==> config.mk <==
export PLATFORM = sky130hd
export DESIGN_NAME = sadc_emu
export DESIGN_NICKNAME = d
export VERILOG_FILES = /design/src/rtl/sadc_pkg.sv /design/src/rtl/sadc_conv_ctrl.sv /design/src/rtl/sadc_sample_bank.sv /design/src/rtl/sadc_readout.sv /design/src/rtl/sadc_emu.sv
export SDC_FILE = /design/constraint.sdc
export NUM_CORES = 1
export LEC_CHECK = 0
export ABC_CLOCK_PERIOD_IN_PS = 6400
export BUFFER_PORTS_ARGS = -buffer_cell sky130_fd_sc_hd__buf_2
export CAP_MARGIN = 10
export CORE_MARGIN = 3
export CORE_UTILIZATION = 42
export CTS_CLUSTER_SIZE = 20
export DETAILED_ROUTE_END_ITERATION = 7
export PLACE_DENSITY = 0.67
export SETUP_SLACK_MARGIN = 0.5
export SLEW_MARGIN = 10
export SYNTH_ARGS = -nofsm -noshare
export SYNTH_HDL_FRONTEND = slang
export SYNTH_SLANG_ARGS = --single-unit
==> constraint.sdc <==
create_clock -name clk -period 6.4 [get_ports clk]
set_input_delay 0.64 -clock clk [delete_from_list [all_inputs] [get_ports clk]]
set_output_delay 0.64 -clock clk [all_outputs]
set_load 0.02 [all_outputs]
==> src/rtl/sadc_pkg.sv <==
package sadc_pkg;

    typedef enum logic [1:0] {
        CV_IDLE    = 2'd0,
        CV_CONVERT = 2'd1,
        CV_READY   = 2'd2
    } conv_state_e;

endpackage

==> src/rtl/sadc_conv_ctrl.sv <==
module sadc_conv_ctrl
    import sadc_pkg::*;
#(
    parameter int CONV_CYCLES = 200
) (
    input  logic clk,
    input  logic rst_n,
    input  logic conv_start,
    output logic busy,
    output logic accept
);

    localparam int CNT_W = $clog2(CONV_CYCLES + 1);
    localparam logic [CNT_W-1:0] CNT_LOAD = CNT_W'(CONV_CYCLES - 1);

    conv_state_e      state_q, state_d;
    logic             start_q;
    logic [CNT_W-1:0] cnt_q;
    logic             rise;
    logic             expire;

    assign rise   = conv_start & ~start_q;
    assign expire = (cnt_q == '0);

    // edge detector: reset high so only a genuine low-to-high change counts
    always_ff @(posedge clk or negedge rst_n) begin
        if (!rst_n) start_q <= 1'b1;
        else        start_q <= conv_start;
    end

    // state register
    always_ff @(posedge clk or negedge rst_n) begin
        if (!rst_n) state_q <= CV_IDLE;
        else        state_q <= state_d;
    end

    // next state and accept
    always_comb begin
        state_d = state_q;
        accept  = 1'b0;
        unique case (state_q)
            CV_IDLE, CV_READY: begin
                if (rise) begin
                    state_d = CV_CONVERT;
                    accept  = 1'b1;
                end
            end
            CV_CONVERT: begin
                if (expire) state_d = CV_READY;
            end
            default: state_d = CV_IDLE;
        endcase
    end

    // outputs
    always_comb begin
        busy = (state_q == CV_CONVERT);
    end

    // conversion timer
    always_ff @(posedge clk or negedge rst_n) begin
        if (!rst_n) begin
            cnt_q <= '0;
        end else if (accept) begin
            cnt_q <= CNT_LOAD;
        end else if (state_q == CV_CONVERT && !expire) begin
            cnt_q <= cnt_q - 1'b1;
        end
    end

    assert_busy_rise_R2: assert property (@(posedge clk) disable iff (!rst_n)
        $rose(conv_start) && !busy |=> busy);

    assert_busy_hold_R2: assert property (@(posedge clk) disable iff (!rst_n)
        busy && !expire |=> busy);

    assert_no_reload_R3: assert property (@(posedge clk) disable iff (!rst_n)
        $rose(conv_start) && busy && !expire |=> cnt_q == $past(cnt_q) - 1'b1);

endmodule

==> src/rtl/sadc_sample_bank.sv <==
module sadc_sample_bank #(
    parameter int NUM_CH     = 8,
    parameter int CODE_W     = 16,
    parameter bit RAMP       = 1'b1,
    parameter int CH_BASE    = 32'h0000_F000,
    parameter int CH_STEP    = 32'h0000_0400,
    parameter int FRAME_STEP = 32'h0000_0013
) (
    input  logic                          clk,
    input  logic                          rst_n,
    input  logic                          capture,
    output logic [NUM_CH-1:0][CODE_W-1:0] codes
);

    logic [CODE_W-1:0] ramp_term;

    generate
        if (RAMP) begin : g_ramp
            logic [CODE_W-1:0] frame_q;
            always_ff @(posedge clk or negedge rst_n) begin
                if (!rst_n)       frame_q <= '0;
                else if (capture) frame_q <= frame_q + 1'b1;
            end
            assign ramp_term = CODE_W'(frame_q * CODE_W'(FRAME_STEP));
        end else begin : g_fixed
            assign ramp_term = '0;
        end
    endgenerate

    // all channels are captured on the same edge
    always_ff @(posedge clk or negedge rst_n) begin
        if (!rst_n) begin
            codes <= '0;
        end else if (capture) begin
            for (int i = 0; i < NUM_CH; i++) begin
                codes[i] <= CODE_W'(CH_BASE + i * CH_STEP) + ramp_term;
            end
        end
    end

    assert_codes_hold_R5: assert property (@(posedge clk) disable iff (!rst_n)
        !capture |=> $stable(codes));

endmodule

==> src/rtl/sadc_readout.sv <==
module sadc_readout #(
    parameter int NUM_CH = 8,
    parameter int CODE_W = 16,
    parameter bit WRAP   = 1'b1
) (
    input  logic                          clk,
    input  logic                          rst_n,
    input  logic                          restart,
    input  logic                          busy,
    input  logic                          cs_n,
    input  logic                          rd_n,
    input  logic [NUM_CH-1:0][CODE_W-1:0] codes,
    output logic [CODE_W-1:0]             data_bus,
    output logic                          first_word
);

    localparam int IDX_W = (NUM_CH > 1) ? $clog2(NUM_CH) : 1;
    localparam logic [IDX_W-1:0] IDX_LAST = IDX_W'(NUM_CH - 1);

    logic             rd_q;
    logic [IDX_W-1:0] idx_q, idx_next;
    logic             read_ok;
    logic             last;

    assign read_ok = rd_q & ~rd_n & ~cs_n & ~busy;
    assign last    = (idx_q == IDX_LAST);

    generate
        if (WRAP) begin : g_wrap
            always_comb idx_next = last ? '0 : idx_q + 1'b1;
        end else begin : g_hold
            always_comb idx_next = last ? idx_q : idx_q + 1'b1;
        end
    endgenerate

    always_ff @(posedge clk or negedge rst_n) begin
        if (!rst_n) rd_q <= 1'b1;
        else        rd_q <= rd_n;
    end

    always_ff @(posedge clk or negedge rst_n) begin
        if (!rst_n) begin
            idx_q      <= '0;
            data_bus   <= '0;
            first_word <= 1'b0;
        end else if (restart) begin
            idx_q <= '0;
        end else if (read_ok) begin
            data_bus   <= codes[idx_q];
            first_word <= (idx_q == '0);
            idx_q      <= idx_next;
        end
    end

    assert_idx_range_R7: assert property (@(posedge clk) disable iff (!rst_n)
        idx_q <= IDX_LAST);

    assert_bus_busy_R6: assert property (@(posedge clk) disable iff (!rst_n)
        busy |=> $stable(data_bus) && $stable(first_word));

    assert_cs_ignore_R9: assert property (@(posedge clk) disable iff (!rst_n)
        cs_n && !restart |=> $stable(idx_q) && $stable(data_bus));

    assert_first_ch1_R8: assert property (@(posedge clk) disable iff (!rst_n)
        $rose(first_word) |-> idx_q == IDX_W'(1 % NUM_CH));

endmodule

==> src/rtl/sadc_emu.sv <==
module sadc_emu #(
    parameter int NUM_CH      = 8,
    parameter int CODE_W      = 16,
    parameter int CONV_CYCLES = 200,
    parameter bit WRAP        = 1'b1,
    parameter bit RAMP        = 1'b1,
    parameter int CH_BASE     = 32'h0000_F000,
    parameter int CH_STEP     = 32'h0000_0400,
    parameter int FRAME_STEP  = 32'h0000_0013
) (
    input  logic              clk,
    input  logic              rst_n,
    input  logic              conv_start,
    input  logic              cs_n,
    input  logic              rd_n,
    output logic              busy,
    output logic [CODE_W-1:0] data_bus,
    output logic              first_word
);

    logic                          accept;
    logic [NUM_CH-1:0][CODE_W-1:0] codes;

    sadc_conv_ctrl #(
        .CONV_CYCLES(CONV_CYCLES)
    ) u_conv (
        .clk       (clk),
        .rst_n     (rst_n),
        .conv_start(conv_start),
        .busy      (busy),
        .accept    (accept)
    );

    sadc_sample_bank #(
        .NUM_CH    (NUM_CH),
        .CODE_W    (CODE_W),
        .RAMP      (RAMP),
        .CH_BASE   (CH_BASE),
        .CH_STEP   (CH_STEP),
        .FRAME_STEP(FRAME_STEP)
    ) u_bank (
        .clk    (clk),
        .rst_n  (rst_n),
        .capture(accept),
        .codes  (codes)
    );

    sadc_readout #(
        .NUM_CH(NUM_CH),
        .CODE_W(CODE_W),
        .WRAP  (WRAP)
    ) u_read (
        .clk       (clk),
        .rst_n     (rst_n),
        .restart   (accept),
        .busy      (busy),
        .cs_n      (cs_n),
        .rd_n      (rd_n),
        .codes     (codes),
        .data_bus  (data_bus),
        .first_word(first_word)
    );

endmodule

==> flow_summary.ini, run 1 <==
[run_status]
status = finished, final reports clean

[cts]
cts_setup_buffers = 0
cts.sinks = 95
hold_buffers = 0
cts_tree = done
root_buffer = clkbuf_16
cts_resized = 0
cts-buffers-inserted = 9
clk_pin_slew_worst_paths_ns = 0.07
htree_levels = 3
insertion_delay_ns = 0.36
cts_buffer_depth = 2

[power]
leakagePower_nw = 2.917
p_per_area_mw_per_mm2 = 339.9
peakVddDrop_uv = 153.0

[hold_path]
hold_class = in2async

[cells_and_area]
drive_gt1_share_pct = 13.70
syn_to_final_growth_pct = 8.590
nFillCells = 1295
n_antenna_cell = 0
fin_nets = 652

[sta]
slew_violations = 0
hold_violations = 0
rsz0062_at_grt = no
max_freq_ghz = 0.2590
setup-tns-final_ns = 0
tightest_slew_ns = 0.9176
setup_viol = 0
fin_crit_ns = 3.861
clock_skew_ns = 0.007402
maxSlewHeadroom_pct = 38.82
fin_hold_ws_ns = 0.2807
min_period_over_period_pct = 60.33

[logic_synthesis]
yosysMostFrequentCell = dfrtp_1
netlist_top_cells_area = dfrtp_1 (40%), ha_1 (7.5%), nand2_1 (5.2%), xnor2_1 (4.6%), fa_1 (3.8%)
avgSynthCellArea_um2 = 9.925
ys_ff_latch = 95
yosys.area.top_type_share_pct = 39.74
synth.net_count = 641
synth_edf_count = 0
async_reset_ff_share_pct = 100.0
yosysUniqueCellTypes = 69
ys.flop_type = dfrtp_1
ys_seq_area_share_pct = 40.64
syn_area_mm2 = 0.005856
netlist_instances = 590
yosys.area.top_type = dfrtp_1
synth-warning-count = 0
ys_top_cells_by_count = dfrtp_1 (93), nand2_1 (81), inv_1 (52), nor2_1 (36), ha_1 (35)

[flow_run]
maxCapViolCount = 0

[setup_path]
path_class = reg2reg
critPathArrivalTime_ns = 4.12
r2r_cells = 12
path_max_fanout = 12
worst_setup_path_start_kind = flop
worstPathRequired_ns = 6.66
end_kind = flop

[placed_design]
place.gp.congestion = 0.8886
io_buffers = 22
hpwlAfterDp_mm = 8.739

[global_routing]
grt_pass1_vias = 4306
grt_use_total_pct = 17.27
antenna_found_initial = 0
grt_pass1_wl_mm = 20.91
grt_max_degree = 63
overflow = 0

[floorplan]
ios = 23
start_util_pct = 43.53
core-area_mm2 = 0.01345
die_y_um = 124.1
die_w_um = 124.1
dieArea_mm2 = 0.01539
row_count = 42

[drt]
wirelength_mm = 11.96
viasPerCell = 5.445
drc = 0
antenna_left = 0
firstDrtPassIters = 4
drtIter0Drc = 310
vias = 4258
wl_per_cell_um = 15.29
==> flip-flops by register name, summed over array words and instances (netlist names) <==
register,cells
u_conv.start_q,1
u_read.data_bus,16
u_conv.cnt_q,8
u_read.first_word,1
u_read.idx_q,3
u_bank.codes,47
u_conv.state_q,2
u_read.rd_q,1
u_bank.g_ramp.frame_q,16
==> final cells by class <==
type	count	area, µm²	share of cell area [%]
clock inverter	6	51.30	0.8068
inverter	52	195.2	3.070
timing repair buffer	25	135.1	2.125
clock buffer	10	229.0	3.601
sequential	95	2380	37.43
multi-input combinational	418	3148	49.51
tap	176	220.2	3.463
==> layout by cell type, fill, tap and decap left out, types with 3 or more instances in the layout <==
| cell | instances |
|---|---|
| a211oi_1 | 4 |
| a21o_1 | 7 |
| a21oi_1 | 19 |
| a31o_2 | 3 |
| a31oi_1 | 10 |
| and3_1 | 4 |
| buf_2 | 21 |
| buf_4 | 4 |
| clkbuf_16 | 9 |
| clkinvlp_4 | 3 |
| dfrtp_1 | 93 |
| fa_1 | 11 |
| ha_1 | 35 |
| inv_1 | 52 |
| mux2_2 | 12 |
| mux2i_1 | 8 |
| mux4_2 | 9 |
| nand2_1 | 81 |
| nand2b_1 | 4 |
| nand3_1 | 16 |
| nor2_1 | 36 |
| nor3_1 | 8 |
| nor4_1 | 5 |
| o211ai_1 | 10 |
| o21a_1 | 9 |
| o21ai_0 | 31 |
| o311ai_0 | 7 |
| o31ai_1 | 4 |
| or4_1 | 3 |
| xnor2_1 | 31 |
| xor2_1 | 7 |
==> path summary, 6_finish.rpt <==
path / from / endpoint / slack (ns)
min in group clk: rd_n / u_read.rd_q / 0.38
hold reg to reg: u_bank.codes[74] / u_bank.codes[74] / 0.48
max in group asynchronous: rst_n / u_bank.codes[123] / 5.09
setup reg to reg: u_bank.g_ramp.frame_q[10] / u_bank.codes[31] / 2.54
hold / removal: rst_n / u_conv.state_q[1] / 0.28
setup / recovery: u_bank.g_ramp.frame_q[10] / u_bank.codes[31] / 2.54
==> power breakdown <==
part / switching (mW) / internal (mW)
Sequential: 0.145 / 0.792
Combinational: 0.387 / 0.320
Clock: 0.249 / 0.269
==> worst max-delay path: stages, from the launching register on <==
cell      delay, ns
dfrtp_1        0.46
ha_1           0.31
inv_1          0.05
fa_1           0.49
inv_1          0.04
ha_1           0.42
a21oi_1        0.28
o21a_1         0.26
nand2_1        0.12
o41ai_1        0.40
or2_0          0.51
nand3_2        0.15
o311ai_1       0.28
==> logic make-up (layout without fill, tap and decap cells) <==
group           after synthesis  after routing  synth area share (%)
xor+xnor                     38             38                 5.684
mux                          29             29                 7.137
fa+ha+maj                    46             46                 11.24
flops                        95             95                 40.64
compound gates              125            125                 14.89
simple gates                180            180                 14.72
buf+inv                      77             93                 5.684
==> per-stage QoR <==
| step | setup slack (ns) | cells | util, % | area (µm²) | power (mW) |
|---|---|---|---|---|---|
| final | 2.539 | 782 | 47.27 | 6359 | 2.161 |
| after global routing | 2.232 | 782 | 47.27 | 6359 | 2.333 |
| after CTS | 2.607 | 782 | 47.27 | 6359 | 2.188 |
| after detailed placement | 2.623 | 766 | 45.18 | 6078 | 1.661 |
| after global placement | 2.692 | 766 | 45.18 | 6078 | 1.621 |
| after floorplan | 3.035 | 590 | - | 5856 | 1.448 |
==> metal layers <==
layer | vias to the layer above | share of wire, % | global-route usage, %
li1 | 2091 | - | -
met1 | 2069 | 46 | 22.58
met2 | 90 | 49 | 28.41
met3 | 8 | 4.3 | 3.860
met4 | 0 | 0.88 | 5.886
met5 | - | 0 | 0
No activity file was read; power rests on OpenSTA's default activity.
==> run 2, diff against run 1 <==
--- a/config.mk
+++ b/config.mk
@@ -5,7 +5,7 @@
 export SDC_FILE = /design/constraint.sdc
 export NUM_CORES = 1
 export LEC_CHECK = 0
-export ABC_CLOCK_PERIOD_IN_PS = 6400
+export ABC_CLOCK_PERIOD_IN_PS = 3980
 export BUFFER_PORTS_ARGS = -buffer_cell sky130_fd_sc_hd__buf_2
 export CAP_MARGIN = 10
 export CORE_MARGIN = 3
==> constraint.sdc (replaced) <==
create_clock -name clk -period 3.98 [get_ports clk]
set_input_delay 0.398 -clock clk [delete_from_list [all_inputs] [get_ports clk]]
set_output_delay 0.398 -clock clk [all_outputs]
set_load 0.02 [all_outputs]
==> run 2 against run 1 <==
Cell count up 4.7%. Sequential share of layout area decreased by 3.4 points. Clock power increased by 86%. Sequential cell count did not move. Power is 76% higher. Die area stayed put. First-iteration DRC count is 2.9% higher. Routed wire length is 12% higher. Non-clock buffer count is 37 higher. Critical path depth unchanged. Clock-buffer cell count increased by 1. Hold slack lost 0.13 ns.
==> flow_summary.ini, run 2 (synthesized netlist as in run 1, its figures left out) <==
[run_status]
status = finished, final reports clean

[setup_path]
worst_setup_path_start_kind = flop
r2r-start = u_bank.g_ramp.frame_q[5]
max_stage_delay_ns = 0.52
ff2ff_setup_slack_ns = 0.53
end_kind = flop
critPathArrivalTime_ns = 3.71
slowest_stage = or4_4
reg2reg_to = u_bank.codes[63]
path_max_fanout = 6
crit_chain = ha_4 > inv_2 > fa_1 > inv_2 > ha_4 > o21a_4 > a21oi_4 > or4_4 > o211a_4 > o221a_4 > or3_4 > o211ai_1
worstPathRequired_ns = 4.24
path_class = reg2reg
r2r_cells = 12

[cells_and_area]
final_cell_mix = dfrtp_1 (89), nand2_1 (81), inv_1 (49)
register_area_mm2 = 0.002385
largest_reg_flops = 47
multi_input_area_mm2 = 0.003452
top_register = u_bank.codes
reg_top3 = u_bank.codes: 47 flops, u_bank.g_ramp.frame_q: 16 flops, u_read.data_bus: 16 flops
n_antenna_cell = 0
final_common_cell = dfrtp_1
nFillCells = 1184
syn_to_final_growth_pct = 19.59
drive_gt1_share_pct = 25.51
fin_nets = 689

[cts]
cts.sinks = 95
root_buffer = clkbuf_16
cts-buffers-inserted = 9
cts_buffer_depth = 2
insertion_delay_ns = 0.35
htree_levels = 3
cts_tree = done
clk_pin_slew_worst_paths_ns = 0.07

[global_routing]
antenna_found_initial = 0
overflow = 0
grt_max_degree = 69
grt_pass1_wl_mm = 21.78
grt_pass1_vias = 4421
grt_use_total_pct = 17.99

[hold_path]
hold_class = in2async

[drt]
vias = 4501
wirelength_mm = 13.45
wl_per_cell_um = 16.42
drc = 0
antenna_left = 0
viasPerCell = 5.496
drtIter0Drc = 319
firstDrtPassIters = 5

[sta]
setup_viol = 0
slew_violations = 0
rsz0062_at_grt = yes
tightest_slew_ns = 0.9995
maxSlewHeadroom_pct = 33.37
setup-tns-final_ns = 0
fin_ws_ns = 0.5318
min_period_over_period_pct = 86.64
hold_violations = 0
clock_skew_ns = 0.008322
max_freq_ghz = 0.2900
fin_crit_ns = 3.448

[power]
leakagePower_nw = 3.146
p_total_mw = 3.797
peakVddDrop_uv = 275.7
p_per_area_mw_per_mm2 = 542.2

[placed_design]
place_ws_ns = 0.1827
hpwlAfterDp_mm = 8.854
io_buffers = 22
place.gp.congestion = 0.8754

[floorplan]
die_y_um = 124.1
row_count = 42
dieArea_mm2 = 0.01539
core-area_mm2 = 0.01345
die_w_um = 124.1
ios = 23
start_util_pct = 43.53

[flow_run]
maxCapViolCount = 0
## run 2: cell types whose count changed in the layout (fill, tap and decap cells not counted), sizes merged
cell | previous run | this run
buf | 25 | 62
clkinvlp | 3 | 0
bufinv | 0 | 2
clkbuf | 10 | 11
clkinv | 0 | 1
inv | 55 | 54
## run 2: layer usage
layer | routed length (µm) | track usage (%) | up-vias
li1 | - | - | 2163
met1 | 6177 | 23.77 | 2235
met2 | 6595 | 30.00 | 87
met3 | 480 | 3.951 | 16
met4 | 192 | 4.791 | 0
met5 | 0 | 0 | -
## run 2: layout make-up
cell class / instances / share of cell area [%]
inverter: 52 / 2.823
clock buffer: 11 / 3.466
timing repair buffer: 62 / 5.950
multi-input combinational: 418 / 49.29
clock inverter: 5 / 1.269
tap: 176 / 3.145
sequential: 95 / 34.05
## run 2: critical path, delay by kind of cell (launching register included)
family | cells | cell delay [ns]
adders and majority gates | 3 | 1.06
AOI/OAI and AO/OA | 5 | 0.86
buffers and inverters | 2 | 0.08
and+or+nand+nor | 2 | 0.91
DFF | 1 | 0.44
## run 2: repair_timing
item | 4_1_cts | 5_1_grt
hold buffers | 0 | 0
setup buffers | 8 | 22
resized for setup | 27 | 45
pin swaps | 2 | 14
hold endpoints to repair | 0 | 0
setup endpoints to repair | 25 | 28
## run 2: worst max-delay path by stage
| stage | cells after the start | from | endpoint | slack (ns) |
|---|---|---|---|---|
| 5_1_grt | 13 | u_bank.g_ramp.frame_q[5] | u_bank.codes[47] | 0.40 |
| 2_1_floorplan | 12 | u_bank.g_ramp.frame_q[5] | u_bank.codes[63] | 0.61 |
| 4_1_cts | 12 | u_bank.g_ramp.frame_q[10] | u_bank.codes[125] | 0.46 |
| 6_report | 12 | u_bank.g_ramp.frame_q[5] | u_bank.codes[63] | 0.53 |
| 3_5_place_dp | 11 | u_bank.g_ramp.frame_q[8] | u_bank.codes[63] | 0.18 |
| 3_3_place_gp | 12 | u_bank.g_ramp.frame_q[5] | u_bank.codes[62] | 0.32 |
## run 2: metrics by stage
step / cell area, µm² / hold slack, ns / utilization [%] / instances
final: 7003 / 0.1545 / 52.06 / 819
after global routing: 7003 / 0.1420 / 52.06 / 819
after CTS: 6621 / 0.1466 / 49.22 / 797
after detailed placement: 6131 / 0.4643 / 45.57 / 773
after global placement: 6131 / 0.4537 / 45.57 / 773
after floorplan: 5856 / 0.1024 / - / 590
## run 2: power by group
group | total (mW) | leakage, nW | internal, mW | switching (mW)
Combinational | 1.33 | 1.82 | 0.639 | 0.691
Sequential | 1.50 | 1.17 | 1.27 | 0.231
Clock | 0.963 | 0.162 | 0.576 | 0.387
Total | 3.80 | 3.15 | 2.49 | 1.31
==> run 3, diff against run 2 <==
--- a/config.mk
+++ b/config.mk
@@ -5,14 +5,14 @@
 export SDC_FILE = /design/constraint.sdc
 export NUM_CORES = 1
 export LEC_CHECK = 0
-export ABC_CLOCK_PERIOD_IN_PS = 3980
-export BUFFER_PORTS_ARGS = -buffer_cell sky130_fd_sc_hd__buf_2
+export ABC_CLOCK_PERIOD_IN_PS = 4380
 export CAP_MARGIN = 10
 export CORE_MARGIN = 3
 export CORE_UTILIZATION = 42
 export CTS_CLUSTER_SIZE = 20
 export DETAILED_ROUTE_END_ITERATION = 7
-export PLACE_DENSITY = 0.67
+export DONT_BUFFER_PORTS = 1
+export PLACE_DENSITY = 0.65
 export SETUP_SLACK_MARGIN = 0.5
 export SLEW_MARGIN = 10
 export SYNTH_ARGS = -nofsm -noshare
==> constraint.sdc (replaced) <==
create_clock -name clk -period 4.38 [get_ports clk]
set_input_delay 0.438 -clock clk [delete_from_list [all_inputs] [get_ports clk]]
set_output_delay 0.438 -clock clk [all_outputs]
set_load 0.02 [all_outputs]
==> run 3 against run 2 <==
The flow now finishes with violations (negative hold slack). Die area is the same. Largest power group unchanged. Fmax is 6.6% lower. Register-to-register slack gained 0.16 ns. Power decreased by 17%. Global-route usage down 1.3 points. Sequential cell count stayed put. Sequential share of layout area increased by 3.6 points. Cell count decreased by 7.0%. Via count shrank 7.4%.
==> flow_summary.ini, run 3 (synthesized netlist as in run 1, its figures left out) <==
[run_status]
status = finished with violations
violations = negative hold slack

[cells_and_area]
final_common_cell = dfrtp_1
nFillCells = 1312
fin_util_pct = 47.00
reg_top3 = u_bank.codes: 47 flops, u_bank.g_ramp.frame_q: 16 flops, u_read.data_bus: 16 flops
syn_to_final_growth_pct = 7.970
final_cell_mix = dfrtp_1 (93), nand2_1 (81), inv_1 (51)
n_antenna_cell = 0
drive_gt1_share_pct = 11.77
top_register = u_bank.codes
stdcell_count = 762
largest_reg_flops = 47
fin_nets = 632

[cts]
htree_levels = 3
insertion_delay_ns = 0.36
cts_buffer_depth = 2
cts-buffers-inserted = 9
clk_pin_slew_worst_paths_ns = 0.08
cts_tree = done
root_buffer = clkbuf_16
cts.sinks = 95

[sta]
maxSlewHeadroom_pct = 36.36
hold_violations = 3
slew_violations = 0
fin_hold_ws_ns = -0.007311
tightest_slew_ns = 0.9547
setup-tns-final_ns = 0
fin_crit_ns = 3.691
min_period_over_period_pct = 84.27
clock_skew_ns = 0.01291
max_freq_ghz = 0.2709
rsz0062_at_grt = yes
setup_viol = 0

[floorplan]
die_y_um = 124.1
die_w_um = 124.1
dieArea_mm2 = 0.01539
ios = 23
start_util_pct = 43.53
row_count = 42
core-area_mm2 = 0.01345

[placed_design]
place.gp.congestion = 0.8616
hpwlAfterDp_mm = 8.509
io_buffers = 0
dp_cells = 744

[setup_path]
path_class = reg2reg
max_stage_delay_ns = 0.54
cp_num_cells = 11
critPathLaunch = u_bank.g_ramp.frame_q[4]
crit_buf_inv = 2
crit_family = adder cells
critPathArrivalTime_ns = 3.96
r2r-start = u_bank.g_ramp.frame_q[4]
r2r_cells = 11
end_kind = flop
worstPathRequired_ns = 4.65
worst_setup_path_start_kind = flop
path_max_fanout = 11
slowest_stage = or4_4
crit_chain = ha_1 > inv_1 > fa_1 > inv_1 > ha_1 > nand3_2 > or4_4 > o211a_2 > o221a_4 > or3_4 > o211ai_1

[drt]
vias = 4169
wl_per_cell_um = 15.39
antenna_left = 0
firstDrtPassIters = 4
wirelength_mm = 11.73
viasPerCell = 5.471
drtIter0Drc = 220
drc = 0

[global_routing]
overflow = 0
antenna_found_initial = 0
grt_max_degree = 96
grt_pass1_vias = 4088
grt_pass1_wl_mm = 20.18
grt_use_total_pct = 16.65

[power]
p_per_area_mw_per_mm2 = 499.8
peakVddDrop_uv = 216.1
p_total_mw = 3.160
leakagePower_nw = 2.841

[flow_run]
maxCapViolCount = 0

[hold_path]
hold_class = in2async
## run 3: final cells by class
class                           instances  area (µm²)  area share (%)
Multi-Input combinational cell        418        3158           49.95
Sequential cell                        95        2380           37.64
Clock buffer                            9       225.2           3.562
Tap cell                              176       220.2           3.483
Inverter                               52       195.2           3.087
Clock inverter                          7       86.33           1.366
Timing Repair Buffer                    5       57.56          0.9104
## run 3: metrics by stage
stage,cell area [µm²],hold WS [ns],setup WS (ns)
finish,6322,-0.007311,0.6890
global route,6322,0.01012,0.4920
detailed placement,5966,0.1447,0.5753
CTS,6305,0.01016,0.5591
floorplan,5856,0.1424,1.015
global placement,5966,0.1447,0.6854
## run 3: what timing repair did
action	in CTS	in global routing
buffers inserted	0	1
setup endpoints to repair	0	19
hold buffers	1	0
resized for setup	0	8
endpoints found under the hold margin	95	0
## run 3: metal layers
| metal | track usage (%) | up-vias | wire length, µm |
|---|---|---|---|
| met1 | 22.00 | 2034 | 5654 |
| li1 | - | 2051 | - |
| met4 | 5.613 | 0 | 182 |
| met3 | 3.906 | 16 | 397 |
| met5 | 0 | - | 0 |
| met2 | 26.99 | 68 | 5493 |
## run 3: final timing paths
path                                     endpoint  slack (ns)
max in group asynchronous          u_conv.start_q        4.03
min in group clk                      u_read.rd_q        0.07
worst min-delay path            u_conv.state_q[1]      -0.007
worst min register to register  u_bank.codes[110]        0.48
worst max-delay path             u_bank.codes[63]        0.69
worst max register to register   u_bank.codes[63]        0.69
## run 3: where the power goes
part | internal, mW | total, mW | switching [mW]
Combinational | 0.426 | 0.882 | 0.456
Sequential | 1.16 | 1.45 | 0.296
Clock | 0.456 | 0.825 | 0.370
